**src/rtl/gpio_port_pkg.sv**
```systemverilog
package gpio_port_pkg;
    typedef enum logic [1:0] {
        REG_LATCH = 2'd0,
        REG_DIR   = 2'd1,
        REG_DRIVE = 2'd2,
        REG_LEVEL = 2'd3
    } gpio_reg_e;
endpackage

```
**src/rtl/gpio_in_sync.sv**
```systemverilog
module gpio_in_sync #(
    parameter int WIDTH = 8
) (
    input  logic             clk,
    input  logic             rst_n,
    input  logic [WIDTH-1:0] raw_in,
    output logic [WIDTH-1:0] sync_out
);
    logic [WIDTH-1:0] stage1_q;
    logic [WIDTH-1:0] stage2_q;

    always_ff @(posedge clk or negedge rst_n) begin
        if (!rst_n) begin
            stage1_q <= '0;
            stage2_q <= '0;
        end else begin
            stage1_q <= raw_in;
            stage2_q <= stage1_q;
        end
    end

    assign sync_out = stage2_q;
endmodule

```
**src/rtl/gpio_reg_file.sv**
```systemverilog
module gpio_reg_file
    import gpio_port_pkg::*;
#(
    parameter int WIDTH = 8
) (
    input  logic             clk,
    input  logic             rst_n,
    input  logic             bus_sel,
    input  logic             bus_wr,
    input  logic [1:0]       bus_addr,
    input  logic [WIDTH-1:0] bus_wdata,
    output logic [WIDTH-1:0] bus_rdata,
    input  logic [WIDTH-1:0] level_sync,
    output logic [WIDTH-1:0] latch_q,
    output logic [WIDTH-1:0] dir_q,
    output logic [WIDTH-1:0] drive_q
);
    gpio_reg_e reg_sel;
    logic      wr_en;
    logic [WIDTH-1:0] rd_mux;

    assign reg_sel = gpio_reg_e'(bus_addr);
    assign wr_en   = bus_sel && bus_wr;

    always_ff @(posedge clk or negedge rst_n) begin
        if (!rst_n) begin
            latch_q <= '0;
            dir_q   <= '0;
            drive_q <= '0;
        end else if (wr_en) begin
            unique case (reg_sel)
                REG_LATCH: latch_q <= bus_wdata;
                REG_DIR:   dir_q   <= bus_wdata;
                REG_DRIVE: drive_q <= bus_wdata;
                REG_LEVEL: ;
            endcase
        end
    end

    always_comb begin
        unique case (reg_sel)
            REG_LATCH: rd_mux = (dir_q & latch_q) | (~dir_q & level_sync);
            REG_DIR:   rd_mux = dir_q;
            REG_DRIVE: rd_mux = drive_q;
            REG_LEVEL: rd_mux = level_sync;
        endcase
    end

    assign bus_rdata = bus_sel ? rd_mux : '0;
endmodule

```
**src/rtl/gpio_pad_ctrl.sv**
```systemverilog
module gpio_pad_ctrl #(
    parameter int WIDTH = 8
) (
    input  logic [WIDTH-1:0] dir_q,
    input  logic [WIDTH-1:0] latch_q,
    input  logic [WIDTH-1:0] force_en,
    input  logic [WIDTH-1:0] force_lvl,
    output logic [WIDTH-1:0] pad_out,
    output logic [WIDTH-1:0] pad_oe
);
    for (genvar i = 0; i < WIDTH; i++) begin : g_pin
        always_comb begin
            if (force_en[i]) begin
                pad_oe[i]  = 1'b1;
                pad_out[i] = force_lvl[i];
            end else begin
                pad_oe[i]  = dir_q[i];
                pad_out[i] = latch_q[i];
            end
        end
    end
endmodule

```
**src/rtl/gpio_timer_port.sv**
```systemverilog
module gpio_timer_port #(
    parameter int WIDTH = 8
) (
    input  logic             clk,
    input  logic             rst_n,
    input  logic             bus_sel,
    input  logic             bus_wr,
    input  logic [1:0]       bus_addr,
    input  logic [WIDTH-1:0] bus_wdata,
    output logic [WIDTH-1:0] bus_rdata,
    input  logic [WIDTH-1:0] pad_in,
    output logic [WIDTH-1:0] pad_out,
    output logic [WIDTH-1:0] pad_oe,
    output logic [WIDTH-1:0] drive_sel,
    input  logic [WIDTH-1:0] tmr_oc_en,
    input  logic [WIDTH-1:0] tmr_oc_lvl,
    output logic [WIDTH-1:0] tmr_ic_lvl
);
    logic [WIDTH-1:0] level_sync;
    logic [WIDTH-1:0] latch_q;
    logic [WIDTH-1:0] dir_q;
    logic [WIDTH-1:0] drive_q;

    gpio_in_sync #(.WIDTH(WIDTH)) u_sync (
        .clk      (clk),
        .rst_n    (rst_n),
        .raw_in   (pad_in),
        .sync_out (level_sync)
    );

    gpio_reg_file #(.WIDTH(WIDTH)) u_regs (
        .clk        (clk),
        .rst_n      (rst_n),
        .bus_sel    (bus_sel),
        .bus_wr     (bus_wr),
        .bus_addr   (bus_addr),
        .bus_wdata  (bus_wdata),
        .bus_rdata  (bus_rdata),
        .level_sync (level_sync),
        .latch_q    (latch_q),
        .dir_q      (dir_q),
        .drive_q    (drive_q)
    );

    gpio_pad_ctrl #(.WIDTH(WIDTH)) u_pad (
        .dir_q     (dir_q),
        .latch_q   (latch_q),
        .force_en  (tmr_oc_en),
        .force_lvl (tmr_oc_lvl),
        .pad_out   (pad_out),
        .pad_oe    (pad_oe)
    );

    assign drive_sel  = drive_q;
    assign tmr_ic_lvl = level_sync;
endmodule

```
**config.mk**
```make
export PLATFORM = sky130hd
export DESIGN_NAME = gpio_timer_port
export DESIGN_NICKNAME = d
export VERILOG_FILES = /design/src/rtl/gpio_port_pkg.sv /design/src/rtl/gpio_in_sync.sv /design/src/rtl/gpio_reg_file.sv /design/src/rtl/gpio_pad_ctrl.sv /design/src/rtl/gpio_timer_port.sv
export SDC_FILE = /design/constraint.sdc
export NUM_CORES = 1
export LEC_CHECK = 0
export BUFFER_PORTS_ARGS = -buffer_cell sky130_fd_sc_hd__buf_2
export CAP_MARGIN = 30
export CORE_ASPECT_RATIO = 2
export CORE_MARGIN = 2
export CORE_UTILIZATION = 47
export CTS_CLUSTER_SIZE = 24
export DETAILED_ROUTE_END_ITERATION = 8
export GPL_TIMING_DRIVEN = 0
export PLACE_DENSITY = 0.76
export SLEW_MARGIN = 20
export SYNTH_ARGS = -nofsm -noshare
export SYNTH_HDL_FRONTEND = slang
export SYNTH_SLANG_ARGS = --single-unit
```
**constraint.sdc**
```tcl
create_clock -name clk -period 1.35 [get_ports clk]
set_clock_uncertainty 0.05 [all_clocks]
set_input_delay 0.135 -clock clk [delete_from_list [all_inputs] [get_ports clk]]
set_output_delay 0.135 -clock clk [all_outputs]
set_load 0.01 [all_outputs]
```
==> run metrics, run 1 <==
status complete, but fails checks; violated checks setup timing; CTS root buf clkbuf_8; Synth top area share 0.546; Synth Net Count 171; share of cells above drive strength 1 0.619; DRC 0; Die Height 92.3 µm; Final Hold Fails 0; Reg2Reg Setup Slack 0.36 ns; TritonCTS clock tree yes; Synth Instances 133; Synth-to-Final Area Change 45.7%; DR iter-0 viols 31; hold_ws 0.0545 ns; initial antenna violation count 0; Antenna Cells 0; Seq cells post-synth 40; via count of the first global-routing pass 1417; startpoint types flop; WP data required 1.16 ns; Final nets 273; Critical Path Start u_regs.dir_q[1]; Yosys cell types 24; clk slew on worst S/H paths 0.07 ns; final slew viol count 0; Commonest cells post-synth 40 x dfrtp_1, 23 x mux2_2; Syn Area/Cell 13.8 µm²; WL/cell 15.2 µm; setup TNS -1.16 ns; Fillers 281; Area contributors post-synth dfrtp_1 55%, mux2_2 14%, mux2_4 6.6%; FP Rows 32; Core Region 3800 µm²; largest net degree at the start of global routing 41; # IOs 78; crit share post-route 1.13; Max clock buf depth 2; worst slew pin tran 0.516 ns; leak pwr 0.00131 µW; Hold WC Path Type in -> reg; PD cells 1250 nW/µm²; DP Wirelength 3.00 mm; Initial Util 0.482; DR pass1 iterations 4; via/cell ratio 5.21; MaxCap Viol Count 0; die width 48.1 µm; remaining antenna violation count 0; Multi-input gate area 832 µm²; drt total wl 4.37 mm; Seq. cell area 1000 µm²; unrepaired setup endpoints after global routing true; first-pass GRT wire length 6.24 mm; Peak VDD IR 0.873 mV; GRT overflow 0; mapped cell area 1830 µm²; die area 4440 µm²; Setup CP Type reg -> out; worst-path fanout max 4; Async SR Flop Fraction 1.00; final worst slack -0.176 ns; r2r startpoint u_regs.dir_q[2]; total track usage 0.196; count of endpoints failing setup in the final report 13; Sink Count 40; Worst EP arrival 1.34 ns; Post-synth top flop dfrtp_1; PortBufs 75; Max Clk Rate 655 MHz; leading cell type by number of instances after synthesis dfrtp_1; YS warnings 0; CTS H-tree lvls 2; Worst Hold Launch bus_wdata[5]; sequential share of the synthesized area 0.546; Skew-Pair Late Insertion Delay 0.28 ns; fin crit period 1.53 ns; crit end category output pin; GP Congestion 0.730; TritonCTS buffer count 5; Post-synth EDFFs 0; area leader, netlist dfrtp_1; vias after detailed routing 1495; worst rel slew slack 0.655
[cell type report]
type                       count  share of cell area
sequential                    40               0.376
multi-input combinational     86               0.312
timing repair buffer          95               0.237
clock buffer                   8              0.0338
tap                           51              0.0239
buffer                         5              0.0150
inverter                       2             0.00281
[worst paths after layout]
kind,end,cells past startpoint
setup reg to reg,u_regs.dir_q[2],2
min in group asynchronous,u_regs.dir_q[1],2
max in group asynchronous,u_regs.dir_q[2],3
hold / removal,u_regs.latch_q[5],2
setup / recovery,bus_rdata[1],4
hold reg to reg,u_sync.sync_out[4],0
[per-stage QoR]
stage	cells	area (µm²)	total power, µW	utilization	worst slack (ns)
5_1_grt	287	2670	3530	0.702	-0.265
3_5_place_dp	259	2270	2330	0.597	-0.185
6_report	287	2670	3350	0.702	-0.176
4_1_cts	285	2550	3260	0.670	-0.173
2_1_floorplan	133	1830	2010	-	0.112
3_3_place_gp	259	2270	2310	0.597	-0.171
[power breakdown]
part	switching [µW]	total [µW]	leakage [µW]	internal, µW
sequential	160	1540	0.000473	1380
clock	377	794	0.0000455	417
combinational	390	1010	0.000790	621
[cell usage in the layout, fill, tap and decap left out]
cell           netlist  routed
or2_2                8       1
buf_4                1       5
a211oi_2             0       1
a221oi_1             7       4
or2_1                1       1
mux2_4               8       8
o21ai_0              7       7
mux2i_1              7       7
buf_2                0      67
clkbuf_2             1       2
inv_2                1       1
o31ai_1              1       1
mux2_2              23      23
o22ai_2              0       1
buf_12               0       1
or2_4                0       7
nand2_1              2       2
nor3_4               1       1
nand2b_1             8       8
clkbuf_8             0       6
buf_6                2      16
mux2_1               1       1
and3_1               1       1
nand4_2              1       1
inv_1                1       1
dfrtp_2              0       1
o22ai_1              8       7
a221oi_2             0       3
nand2b_4             1       1
dfrtp_1             40      39
clkbuf_1             1       2
dlygate4sd3_1        0       9
[what timing repair did]
item,CTS,global route
hold endpoints to repair,48,0
hold buffers,9,0
setup buffers,9,1
pin swaps,14,4
endpoints found under the setup margin,8,16
gates resized for setup,6,22
[routing by layer]
layer	GRT usage	part of all wire	vias up
met3	0.0413	0.042	9
met4	0.0653	0.016	0
met2	0.334	0.56	54
met1	0.228	0.38	735
met5	0	0	-
li1	-	-	697
[registers in the layout, summed over array words and instances (netlist names)]
| signal | count |
|---|---|
| u_regs.drive_q | 8 |
| u_regs.latch_q | 8 |
| u_sync.sync_out | 8 |
| u_regs.dir_q | 8 |
| u_sync.stage1_q | 8 |
[worst max-delay path, cell delays in order (launching register included)]
cell,delay (ns)
dfrtp_1,0.43
nand2b_1,0.09
o22ai_1,0.06
a221oi_1,0.29
buf_2,0.19
[cell families after synthesis]
| kind of cell | Yosys count | synth area share |
|---|---|---|
| buf+inv | 7 | 0.0253 |
| mux | 39 | 0.251 |
| simple gates | 23 | 0.0888 |
| compound gates | 24 | 0.0881 |
| flops | 40 | 0.546 |
Note: power is estimated with default switching activity, not from simulation.
==> run 2, diff against run 1 <==
SKIP_LAST_GASP = 1   (was not set)
==> run metrics, run 2 (synthesized netlist as in run 1, its figures left out) <==
status complete, but fails checks; violated checks setup timing; final worst slack -0.176 ns (+0.0000890 ns); initial antenna violation count 0 (unchanged); DP Cell Count 259 (unchanged); Worst R2R End u_regs.dir_q[2]; TritonCTS clock tree yes; GRT overflow 0 (unchanged); worst-path fanout max 4 (unchanged); clock share of power 0.237 (about the same); remaining antenna violation count 0 (unchanged); FP Rows 32 (unchanged); DR iter-0 viols 32 (+3.2%); clk slew on worst S/H paths 0.07 ns (about the same); DP Wirelength 3.00 mm (unchanged); worst rel slew slack 0.657 (+0.00198); Final Non-Filler Cells 287 (unchanged); Hold WC Path Type in -> reg; TritonCTS buffer count 5 (unchanged); Sink Count 40 (unchanged); sw power 927 µW (about the same); WP data required 1.16 ns (about the same); DR pass1 iterations 4 (unchanged); share of cells above drive strength 1 0.619 (unchanged); most frequent cells in the layout 67 x buf_2, 39 x dfrtp_1, 23 x mux2_2; first-pass GRT wire length 6.22 mm (-0.22%); # IOs 78 (unchanged); Worst EP arrival 1.34 ns (about the same); Antenna Cells 0 (unchanged); via/cell ratio 5.20 (-0.27%); fin crit period 1.53 ns (-0.0000890 ns); CTS root buf clkbuf_8; leak pwr 0.00131 µW (unchanged); R2R cell count 2 (unchanged); Skew-Pair Late Insertion Delay 0.28 ns (about the same); via count of the first global-routing pass 1407 (-0.71%); Initial Util 0.482 (unchanged); Reg power frac 0.461 (about the same); crit path to bus_rdata[1]; drt total wl 4.36 mm (-0.18%); commonest non-fill, non-tap cell in the layout buf_2; Max clock buf depth 2 (unchanged); crit end category output pin; die width 48.1 µm (unchanged); vias after detailed routing 1491 (-0.27%); GP Congestion 0.730 (unchanged); Internal 2420 µW (about the same); total track usage 0.196 (-0.000371); Die Height 92.3 µm (unchanged); Core Region 3800 µm² (unchanged); MaxCap Viol Count 0 (unchanged); Setup CP Type reg -> out; Final Hold Fails 0 (unchanged); die area 4440 µm² (unchanged); r2r startpoint u_regs.dir_q[2]; Reg2Reg Setup Slack 0.36 ns (about the same); combinational power share 0.302 (about the same); PortBufs 75 (unchanged); final slew viol count 0 (unchanged); Critical Path Start u_regs.dir_q[1]; largest net degree at the start of global routing 41 (unchanged); DRC 0 (unchanged); PD cells 1250 nW/µm² (about the same); Synth-to-Final Area Change 45.7% (unchanged); Final nets 273 (unchanged); crit share post-route 1.13 (about the same); CTS H-tree lvls 2 (unchanged); Max Clk Rate 656 MHz (about the same); Final Core Density 0.702 (unchanged); Peak VDD IR 0.874 mV (about the same); count of endpoints failing setup in the final report 13 (unchanged); startpoint types flop; worst slew pin tran 0.513 ns (-0.00296 ns); unrepaired setup endpoints after global routing true; Sw Ratio 0.277 (about the same); WL/cell 15.2 µm (-0.18%)
run 2: worst min-delay path by stage:
stage | start | endpoint | slack (ns) | cells after the start
4_1_cts | bus_wdata[0] | u_regs.drive_q[0] | 0.05 | 2
6_report | bus_wdata[5] | u_regs.latch_q[5] | 0.05 | 2
3_5_place_dp | pad_in[1] | u_sync.stage1_q[1] | 0.19 | 1
3_3_place_gp | pad_in[3] | u_sync.stage1_q[3] | 0.19 | 1
5_1_grt | bus_wdata[0] | u_regs.drive_q[0] | 0.04 | 2
2_1_floorplan | rst_n | u_regs.dir_q[0] | -0.21 | 0
run 2: metrics by stage:
stage | setup TNS (ns) | hold slack (ns) | setup slack [ns] | instance area, µm² | power, µW
3_3_place_gp | -1.59 | 0.194 | -0.171 | 2270 | 2310
5_1_grt | -2.06 | 0.0446 | -0.265 | 2670 | 3530
4_1_cts | -1.67 | 0.0488 | -0.173 | 2530 | 3240
2_1_floorplan | 0 | -0.211 | 0.112 | 1830 | 2010
6_report | -1.16 | 0.0548 | -0.176 | 2670 | 3350
3_5_place_dp | -1.84 | 0.195 | -0.185 | 2270 | 2330
run 2: what timing repair did:
item / in CTS / in global routing
setup endpoints to repair: 8 / 16
pin swaps: 13 / 5
hold buffers: 9 / 0
buffers inserted: 9 / 1
endpoints found under the hold margin: 48 / 0
gates resized for setup: 2 / 26
run 2: cell type report:
class | count | area [µm²]
inverter | 2 | 7.51
tap | 51 | 63.8
fill | 281 | 1130
multi-input combinational | 86 | 832
sequential | 40 | 1000
timing repair buffer | 95 | 633
buffer | 5 | 40.0
clock buffer | 8 | 90.1
run 2: critical path, cell delays in order (launching register included):
cell      delay, ns
dfrtp_1        0.43
nand2b_1       0.09
o22ai_1        0.06
a221oi_1       0.29
buf_2          0.19
run 2: layer usage:
metal,wire [µm],vias to the layer above,GRT usage
met2,2450,59,0.336
met3,190,9,0.0413
met1,1660,725,0.225
met4,65,0,0.0653
li1,-,698,-
met5,0,-,0
run 2: power groups by stage:
| stage | registers, µW | clock network, µW | logic [µW] |
|---|---|---|---|
| floorplan | 1550 | 0 | 460 |
| global route | 1570 | 868 | 1090 |
| finish | 1540 | 794 | 1010 |
| global placement | 1550 | 0 | 757 |
| CTS | 1530 | 819 | 890 |
| detailed placement | 1560 | 0 | 774 |
==> run 3, diff against run 2 <==
CORE_ASPECT_RATIO = 1.5   (was 2)
==> run metrics, run 3 (synthesized netlist as in run 1, its figures left out) <==
status complete, but fails checks; violated checks setup timing; worst slew pin tran 0.508 ns (-0.00522 ns); Worst R2R End u_regs.dir_q[2]; Hold WC Path Type in -> reg; Critical path buffers and inverters 1 (unchanged); leak pwr 0.00129 µW (-1.6%); Reg power frac 0.465 (+0.004); Worst Hold Launch bus_wdata[4]; worst path cell trace nand2b_1, o22ai_1, a221oi_1, buf_2; Final Cell Area 2620 µm² (-1.8%); via/cell ratio 5.26 (+1.2%); DR pass1 iterations 4 (unchanged); vias after detailed routing 1440 (-3.4%); die area 4420 µm² (-0.45%); Initial Util 0.493 (+0.0114); Final Core Density 0.705 (+0.00341); Antenna Cells 0 (unchanged); Sink Count 40 (unchanged); drt total wl 4.25 mm (-2.5%); FP Rows 27 (-16%); DRC 0 (unchanged); Skew-Pair Late Insertion Delay 0.28 ns (about the same); Internal 2390 µW (-1.1%); Max clock buf depth 2 (unchanged); Final nets 269 (-1.5%); Worst EP arrival 1.34 ns (about the same); final slew viol count 0 (unchanged); Sw Ratio 0.273 (-0.00372); worst rel slew slack 0.660 (+0.00349); Setup CP Type reg -> out; Peak VDD IR 1.03 mV (+18%); crit end category output pin; commonest non-fill, non-tap cell in the layout buf_2; r2r startpoint u_regs.dir_q[2]; hold depth 2 (unchanged); most frequent cells in the layout 70 x buf_2, 40 x dfrtp_1, 23 x mux2_2; largest net degree at the start of global routing 41 (unchanged); Max Clk Rate 655 MHz (-0.12%); die width 55.0 µm (+14%); MaxCap Viol Count 0 (unchanged); startpoint types flop; WP data required 1.16 ns (about the same); # IOs 78 (unchanged); hold_ws 0.0586 ns (+0.00383 ns); TritonCTS clock tree yes; final worst slack -0.177 ns (-0.00180 ns); CTS root buf clkbuf_8; PD cells 1260 nW/µm² (+0.19%); GP Congestion 0.731 (about the same); DP Wirelength 2.92 mm (-2.6%); worst hold endpoint u_regs.drive_q[4]; Final Non-Filler Cells 274 (-4.5%); TritonCTS buffer count 5 (unchanged); Crit path max-delay family flip-flops; clk slew on worst S/H paths 0.07 ns (about the same); Largest stage delay, worst path 0.42 ns (about the same); critical path's slowest cell dfrtp_1; R2R cell count 2 (unchanged); remaining antenna violation count 0 (unchanged); fin crit period 1.53 ns (+0.00180 ns); share of cells above drive strength 1 0.623 (+0.00473); Area after DPL 2260 µm² (-0.44%); Final Hold Fails 0 (unchanged); CTS H-tree lvls 2 (unchanged); WL/cell 15.5 µm (+2.1%); crit share post-route 1.13 (+0.00133); worst-path fanout max 5 (+1); initial antenna violation count 0 (unchanged); unrepaired setup endpoints after global routing true; clock share of power 0.247 (+0.010); DR iter-0 viols 20 (-38%); total track usage 0.202 (+0.00611); first-pass GRT wire length 6.33 mm (+1.8%); combinational power share 0.288 (-0.014); Synth-to-Final Area Change 43.0%; Die Height 80.5 µm (-13%); via count of the first global-routing pass 1406 (-0.071%); DP Cell Count 251 (-3.1%); Core Region 3720 µm² (-2.3%); setup TNS -1.05 ns (+0.114 ns); sw power 899 µW (-3.0%); GRT overflow 0 (unchanged); count of endpoints failing setup in the final report 10 (-3); Reg2Reg Setup Slack 0.39 ns (+0.03 ns); PortBufs 75 (unchanged)
==> run 3: worst max-delay path by stage <==
stage | slack [ns] | to | start | depth (start not counted)
after detailed placement | -0.18 | bus_rdata[5] | bus_addr[0] | 5
after global placement | -0.16 | u_regs.latch_q[4] | bus_addr[1] | 4
after global routing | -0.25 | bus_rdata[1] | u_regs.dir_q[1] | 4
after CTS | -0.19 | bus_rdata[3] | u_regs.dir_q[3] | 4
final | -0.18 | bus_rdata[1] | u_regs.dir_q[1] | 4
after floorplan | 0.11 | u_regs.drive_q[0] | bus_addr[0] | 5
==> run 3: stage by stage <==
| stage | setup WS (ns) | power [µW] |
|---|---|---|
| final | -0.177 | 3290 |
| after CTS | -0.194 | 3200 |
| after floorplan | 0.112 | 2010 |
| after detailed placement | -0.183 | 2340 |
| after global placement | -0.164 | 2310 |
| after global routing | -0.253 | 3470 |
==> run 3: timing repair <==
action	in CTS	in global routing
cloned	0	0
hold buffers	9	0
pin swaps	12	5
endpoints found under the setup margin	8	14
setup buffers	3	3
resized for setup	4	18
hold endpoints to repair	48	0
==> run 3: final cells by class <==
type / count / area (µm²)
Tap cell: 43 / 53.8
Fill cell: 285 / 1100
Inverter: 2 / 7.51
Sequential cell: 40 / 1000
Clock buffer: 7 / 96.3
Multi-Input combinational cell: 86 / 848
Buffer: 5 / 40.0
Timing Repair Buffer: 91 / 573
==> run 3: layer usage <==
metal  vias to the layer above  wire length [µm]  global-route usage
met4                         0                42              0.0756
li1                        692                 -                   -
met1                       704              1670               0.227
met5                         -                 0                   0
met2                        40              2340               0.360
met3                         4               201              0.0409
==> run 3: power groups by stage <==
stage | registers (µW) | logic, µW | clock network (µW)
6_report | 1530 | 948 | 814
5_1_grt | 1550 | 1020 | 891
4_1_cts | 1530 | 839 | 837
3_5_place_dp | 1560 | 780 | 0
3_3_place_gp | 1550 | 759 | 0
2_1_floorplan | 1550 | 460 | 0
